$ cat src/rtl/vcsa_pkg.sv
package vcsa_pkg;

  // Sum bit of a one-bit full adder
  function automatic logic fa_sum(input logic x, input logic y, input logic c);
    return x ^ y ^ c;
  endfunction

  // Carry bit of a one-bit full adder (generate OR propagate-and-carry)
  function automatic logic fa_carry(input logic x, input logic y, input logic c);
    return (x & y) | (c & (x ^ y));
  endfunction

endpackage

$ cat src/rtl/vcsa_ripple.sv
module vcsa_ripple #(
  parameter int unsigned W = 4
) (
  input  logic [W-1:0] x,
  input  logic [W-1:0] y,
  input  logic         cin,
  output logic [W-1:0] s,
  output logic         cout
);
  import vcsa_pkg::*;

  logic [W:0] chain;

  assign chain[0] = cin;

  for (genvar i = 0; i < W; i++) begin : g_bit
    assign s[i]       = fa_sum(x[i], y[i], chain[i]);
    assign chain[i+1] = fa_carry(x[i], y[i], chain[i]);
  end

  assign cout = chain[W];

endmodule

$ cat src/rtl/vcsa_select_stage.sv
module vcsa_select_stage #(
  parameter int unsigned W = 4
) (
  input  logic [W-1:0] x,
  input  logic [W-1:0] y,
  input  logic         sel_c,
  output logic [W-1:0] s,
  output logic         cout
);

  // Candidate results for both possible incoming carries
  logic [W-1:0] sum_if0;
  logic [W-1:0] sum_if1;
  logic         car_if0;
  logic         car_if1;

  vcsa_ripple #(.W(W)) rip0_i (
    .x(x), .y(y), .cin(1'b0), .s(sum_if0), .cout(car_if0)
  );

  vcsa_ripple #(.W(W)) rip1_i (
    .x(x), .y(y), .cin(1'b1), .s(sum_if1), .cout(car_if1)
  );

  // Selection by the carry chosen one stage below
  assign s    = sel_c ? sum_if1 : sum_if0;
  assign cout = sel_c ? car_if1 : car_if0;

  // Wider copies of the two candidates for the relation checks
  logic [W:0] cand0_w;
  logic [W:0] cand1_w;
  assign cand0_w = {car_if0, sum_if0};
  assign cand1_w = {car_if1, sum_if1};

  always_comb begin

    pair_step_chk: assert (cand1_w == cand0_w + {{W{1'b0}}, 1'b1})
      else $error("carry-1 candidate is not carry-0 candidate plus one");

    carry_order_chk: assert (!(car_if0 && !car_if1))
      else $error("carry-0 candidate carries while carry-1 candidate does not");
  end

endmodule

$ cat src/rtl/vcsa_adder.sv
module vcsa_adder #(
  parameter int unsigned DATA_W            = 32,
  parameter int unsigned NSEG              = 7,
  parameter int unsigned SEG_W [NSEG]      = '{2, 2, 3, 4, 5, 7, 9}
) (
  input  logic [DATA_W-1:0] op_a,
  input  logic [DATA_W-1:0] op_b,
  input  logic              ci,
  output logic [DATA_W-1:0] sum,
  output logic              co
);

  // Lowest bit index of stage k
  function automatic int unsigned seg_lo(input int unsigned k);
    int unsigned acc;
    acc = 0;
    for (int unsigned j = 0; j < k; j++) acc += SEG_W[j];
    return acc;
  endfunction

  // 1 when no stage is narrower than the one below it
  function automatic bit widths_grow();
    bit ok;
    ok = 1'b1;
    for (int unsigned j = 1; j < NSEG; j++)
      if (SEG_W[j] < SEG_W[j-1]) ok = 1'b0;
    return ok;
  endfunction

  localparam int unsigned TOTAL_W = seg_lo(NSEG);
  localparam bit          GROWS   = widths_grow();

  // the stage widths must cover the operands exactly
  if (TOTAL_W != DATA_W) begin : g_bad_total
    $error("stage widths sum to %0d, expected %0d", TOTAL_W, DATA_W);
  end
  // stage widths must not shrink toward the top
  if (!GROWS) begin : g_bad_order
    $error("stage widths must be non-decreasing");
  end

  // Carry into each stage; entry NSEG is the final carry
  logic [NSEG:0] seg_c;
  assign seg_c[0] = ci;

  for (genvar k = 0; k < NSEG; k++) begin : g_seg
    localparam int unsigned LO = seg_lo(k);
    localparam int unsigned WK = SEG_W[k];
    if (k == 0) begin : g_first
      // ripple stage driven straight from the external carry
      vcsa_ripple #(.W(WK)) first_i (
        .x(op_a[LO +: WK]), .y(op_b[LO +: WK]), .cin(seg_c[0]),
        .s(sum[LO +: WK]), .cout(seg_c[1])
      );
    end else begin : g_sel
      vcsa_select_stage #(.W(WK)) sel_i (
        .x(op_a[LO +: WK]), .y(op_b[LO +: WK]), .sel_c(seg_c[k]),
        .s(sum[LO +: WK]), .cout(seg_c[k+1])
      );
    end
  end

  assign co = seg_c[NSEG];

  // Arithmetic total computed apart from the stage chain
  logic [DATA_W:0] ref_total;
  assign ref_total = {1'b0, op_a} + {1'b0, op_b} + {{DATA_W{1'b0}}, ci};

  always_comb begin

    total_sum_chk: assert ({co, sum} == ref_total)
      else $error("stage chain result differs from arithmetic total");

    carry_out_chk: assert (co == ref_total[DATA_W])
      else $error("carry-out differs from overflow of the total");
  end

endmodule

$ cat config.mk
export PLATFORM = sky130hd
export DESIGN_NAME = vcsa_adder
export DESIGN_NICKNAME = d
export VERILOG_FILES = /design/src/rtl/vcsa_pkg.sv /design/src/rtl/vcsa_ripple.sv /design/src/rtl/vcsa_select_stage.sv /design/src/rtl/vcsa_adder.sv
export SDC_FILE = /design/constraint.sdc
export NUM_CORES = 1
export LEC_CHECK = 0
export ABC_CLOCK_PERIOD_IN_PS = 26700
export BUFFER_PORTS_ARGS = -buffer_cell sky130_fd_sc_hd__buf_2
export CAP_MARGIN = 20
export CORE_ASPECT_RATIO = 0.9
export CORE_MARGIN = 10
export CORE_UTILIZATION = 40
export DETAILED_ROUTE_END_ITERATION = 6
export GPL_TIMING_DRIVEN = 0
export PLACE_DENSITY = 0.86
export SYNTH_ARGS = -nofsm -noshare
export SYNTH_HDL_FRONTEND = slang
export SYNTH_SLANG_ARGS = --single-unit
$ cat constraint.sdc
create_clock -name vclk -period 26.7
set_input_delay 1.335 -clock vclk [all_inputs]
set_output_delay 1.335 -clock vclk [all_outputs]
set_load 0.01 [all_outputs]
==> results.json, run 1 <==
{
  "cp_common_cell": "fa_1",
  "crit_slowest_cell": "fa_1",
  "cts-resized-gates": 0,
  "max_cap_violations": 0,
  "finalPower_mw": 0.03688,
  "hpwl_mm": 2.988,
  "static-leakage-power_nw": 0.9683,
  "area_growth_pct": 54.35,
  "critPathKind": "in -> out",
  "crit_path_start_kind": "input pin",
  "pre_cts_ws_ns": 13.11,
  "drive_above_1_share_pct": 49.25,
  "yosysTopAreaCell": "fa_1",
  "dieArea_mm2": 0.004779,
  "synthCells": 101,
  "antenna_found_initial": 0,
  "cp.arrival_ns": 12.22,
  "port_buffers": 98,
  "grt_pass1_vias": 1142,
  "cp-end-kind": "output port",
  "wl_per_cell_um": 12.99,
  "regArea_um2": 0,
  "synth_fp_nets": 204,
  "yosysWarnings": 0,
  "critPathLaunch": "op_a[0]",
  "setup_ws_ns": 13.14,
  "outcome": "finished clean",
  "fillers": 187,
  "diodes": 0,
  "multi_input_area_um2": 780.7,
  "die_h_um": 66.59,
  "drt_iter0_drc": 7,
  "dr.pass1.iters": 2,
  "worst_pin_slew_ns": 0.1804,
  "max_freq_ghz": 0.07376,
  "nets": 304,
  "hold_viol": 0,
  "ys_seq_area_share_pct": 0,
  "fin_crit_ns": 13.56,
  "antenna_left": 0,
  "hold_depth": 3,
  "synth_top_cell_area_share_pct": 53.96,
  "drc_errors": 0,
  "cp-endpoint": "sum[31]",
  "ios": 98,
  "finalMaxSlewViolations": 0,
  "via_per_inst": 4.150,
  "num_vias": 938,
  "fp.dieW_um": 71.77,
  "syn_avg_cell_area_um2": 9.551,
  "finalNonFillerCells": 226,
  "mostFrequentLayoutCell": "buf_2",
  "powerDensity_mw_per_mm2": 24.77,
  "synth.distinct_cells": 10,
  "utilization_pct": 66.41,
  "rsz0062_at_grt": "false",
  "synth_area_leaders": "fa_1 (54%), inv_1 (19%), ha_1 (16%), mux2i_1 (4.2%), xnor2_1 (2.7%)",
  "holdBufCountCts": 0,
  "drt_wl_total_mm": 2.936,
  "cp_slowest_stage_delay_ns": 0.44,
  "cts_setup_buffers": 0,
  "grt_usage_pct": 12.45,
  "setup_viol": 0,
  "relSlewSlack_pct": 87.63,
  "grt_pass1_wl_mm": 5.002,
  "vdd_drop_max_mv": 0.01850,
  "crit_required_ns": 25.36,
  "rows": 16,
  "fin_tns_setup_ns": 0,
  "synth_area_um2": 964.7,
  "gr-total-overflow": 0,
  "grt_max_degree": 4,
  "gp_congestion": 0.7134,
  "start_util_pct": 43.02,
  "seq_cells": 0,
  "place_inst": 226,
  "worstPathMaxFanout": 3,
  "hp-class": "in -> out",
  "nClkBuffers": 0,
  "final_cell_mix": "buf_2 (98), inv_1 (49), fa_1 (26)",
  "fin_crit_sh_pct": 50.78,
  "coreArea_mm2": 0.002242
}
==> cell type report <==
type / count / share of cell area (%)
inverter: 49 / 12.35
timing repair buffer: 98 / 32.94
multi-input combinational: 52 / 52.44
tap: 27 / 2.269
==> cell usage after synthesis <==
cell / count
o21ai_0: 1
xnor2_1: 3
ha_1: 12
nor2_1: 1
inv_1: 49
a21oi_1: 1
mux2i_1: 4
xor2_1: 3
fa_1: 26
nand2_1: 1
==> cell families after synthesis <==
logic type               after synthesis  share of synthesized area [%]
AND/OR/NAND/NOR                        2                         0.7775
adder cells (fa/ha/maj)               38                          69.52
multiplexers                           4                          4.151
AO/OA/AOI/OAI                          2                          1.037
buffers and inverters                 49                          19.07
XOR/XNOR                               6                          5.448
==> power breakdown <==
part	total [mW]	internal, mW	switching [mW]
logic	0.0369	0.0172	0.0197
registers	0	0	0
clock network	0	0	0
==> routing by layer <==
layer | global-route usage [%] | vias to the layer above | wire (µm)
met1 | 11.31 | 399 | 954
met3 | 10.67 | 0 | 738
li1 | - | 462 | -
met5 | 0 | - | 0
met2 | 22.14 | 77 | 1243
met4 | 0 | 0 | 0
==> how the worst min path moves through the flow <==
stage              from       to  slack [ns]
2_1_floorplan        ci   sum[0]        2.86
3_3_place_gp         ci   sum[0]        3.01
3_5_place_dp   op_b[20]  sum[20]        3.03
4_1_cts        op_b[20]  sum[20]        3.03
5_1_grt        op_b[13]  sum[13]        3.04
6_report       op_b[20]  sum[20]        3.02
==> worst max-delay path: cells and delay by family <==
kind	cells	cell delay [ns]
adder cells (fa/ha/maj)	26	9.05
multiplexers	4	0.76
AO/OA/AOI/OAI	2	0.32
buffers and inverters	11	0.77
==> per-stage QoR <==
step                cell area [µm²]  hold slack, ns
floorplan                     964.7           2.856
CTS                            1489           3.029
global placement               1489           3.013
finish                         1489           3.024
detailed placement             1489           3.029
global route                   1489           3.045
No activity file was read; power rests on OpenSTA's default activity.
==> inputs of run 2 (changes only) <==
ABC_CLOCK_PERIOD_IN_PS = 13000   (was 26700)
CORE_UTILIZATION = 38   (was 40)
PLACE_DENSITY = 0.82   (was 0.86)
clock period = 13 ns   (was 26.7 ns; I/O delays follow)
==> results.json, run 2 (synthesis gave the netlist of run 1 again) <==
{
  "finalNonFillerCells": 227,
  "wl_met2_mm": 1.383,
  "fp.dieW_um": 73.11,
  "cts-resized-gates": 0,
  "diodes": 0,
  "hp-class": "in -> out",
  "worstPathMaxFanout": 3,
  "fin_crit_ns": 12.39,
  "finalInstanceArea_mm2": 0.001490,
  "min_from": "ci",
  "drive_above_1_share_pct": 49.25,
  "max_cap_violations": 0,
  "crit_path_start_kind": "input pin",
  "critPathLaunch": "op_a[0]",
  "gp_congestion": 0.7620,
  "dr.pass1.iters": 4,
  "seq_power_share_pct": 0,
  "gr-total-overflow": 0,
  "fin_crit_sh_pct": 95.29,
  "drt-met1-wl_mm": 1.226,
  "regArea_um2": 0,
  "antenna_left": 0,
  "grt_pass1_wl_mm": 4.754,
  "p_switching_mw": 0.04168,
  "hold_viol": 0,
  "worst_pin_slew_ns": 0.2536,
  "grt_pass1_vias": 1038,
  "cp_slowest_stage_delay_ns": 0.42,
  "vdd_drop_max_mv": 0.03580,
  "die_h_um": 67.80,
  "max_freq_ghz": 0.08072,
  "switching_share_pct": 53.95,
  "ios": 98,
  "finalMaxSlewViolations": 0,
  "seq_cells": 0,
  "setup_viol": 0,
  "outcome": "finished clean",
  "postPlaceCellArea_mm2": 0.001490,
  "area_growth_pct": 54.47,
  "dieArea_mm2": 0.004957,
  "fillers": 212,
  "place_inst": 227,
  "port_buffers": 98,
  "finalPower_mw": 0.07727,
  "cp.arrival_ns": 11.74,
  "pre_cts_ws_ns": 0.4992,
  "utilization_pct": 60.92,
  "nClkBuffers": 0,
  "hold-worst-slack_ns": 1.646,
  "rows": 17,
  "powerDensity_mw_per_mm2": 51.85,
  "grt_usage_pct": 11.80,
  "grt_max_degree": 4,
  "final_cell_mix": "buf_2 (98), inv_1 (49), fa_1 (26)",
  "critPathKind": "in -> out",
  "hpwl_mm": 3.200,
  "relSlewSlack_pct": 82.61,
  "via_per_inst": 4.361,
  "static-leakage-power_nw": 0.9683,
  "fin_tns_setup_ns": 0,
  "cp-end-kind": "output port",
  "rsz0062_at_grt": "false",
  "power_frac_clock_pct": 0,
  "dr_wl_met3_um": 577,
  "antenna_found_initial": 0,
  "cp_common_cell": "fa_1",
  "cp_num_buf_inv": 11,
  "wl_per_cell_um": 14.04,
  "top_layer": "met3",
  "cts_setup_buffers": 0,
  "critPathTopFamily": "adder cells",
  "num_vias": 990,
  "holdBufCountCts": 0,
  "start_util_pct": 39.44,
  "coreArea_mm2": 0.002446,
  "setup_ws_ns": 0.6118,
  "crit_required_ns": 12.35,
  "drt_iter0_drc": 23,
  "combPwrFrac_pct": 100.0,
  "nets": 304,
  "mostFrequentLayoutCell": "buf_2",
  "drt_wl_total_mm": 3.187,
  "p_int_mw": 0.03558,
  "crit_slowest_cell": "fa_1",
  "drc_errors": 0
}
[run 2: cell counts in the layout (fill, tap and decap cells not counted)]
No cell type changed its count.
[run 2: area by class of cell]
cell class	count	area [µm²]	share of cell area, %
repair buffers	98	490.5	32.91
multi-input cells	52	780.7	52.39
inverters	49	183.9	12.34
well taps	28	35.03	2.351
[run 2: path summary, 6_finish.rpt]
kind,cells past startpoint,end
hold / removal,3,sum[0]
setup / recovery,43,sum[31]
[run 2: metal layers]
layer | up-vias | track usage, %
met5 | - | 0
met4 | 0 | 0
met3 | 0 | 6.589
met2 | 75 | 19.42
met1 | 452 | 14.03
li1 | 463 | -
[run 2: power by group through the flow]
stage	Combinational (mW)	Sequential [mW]	Clock [mW]
finish	0.0773	0	0
global route	0.0882	0	0
CTS	0.0800	0	0
detailed placement	0.0797	0	0
global placement	0.0768	0	0
floorplan	0.0436	0	0
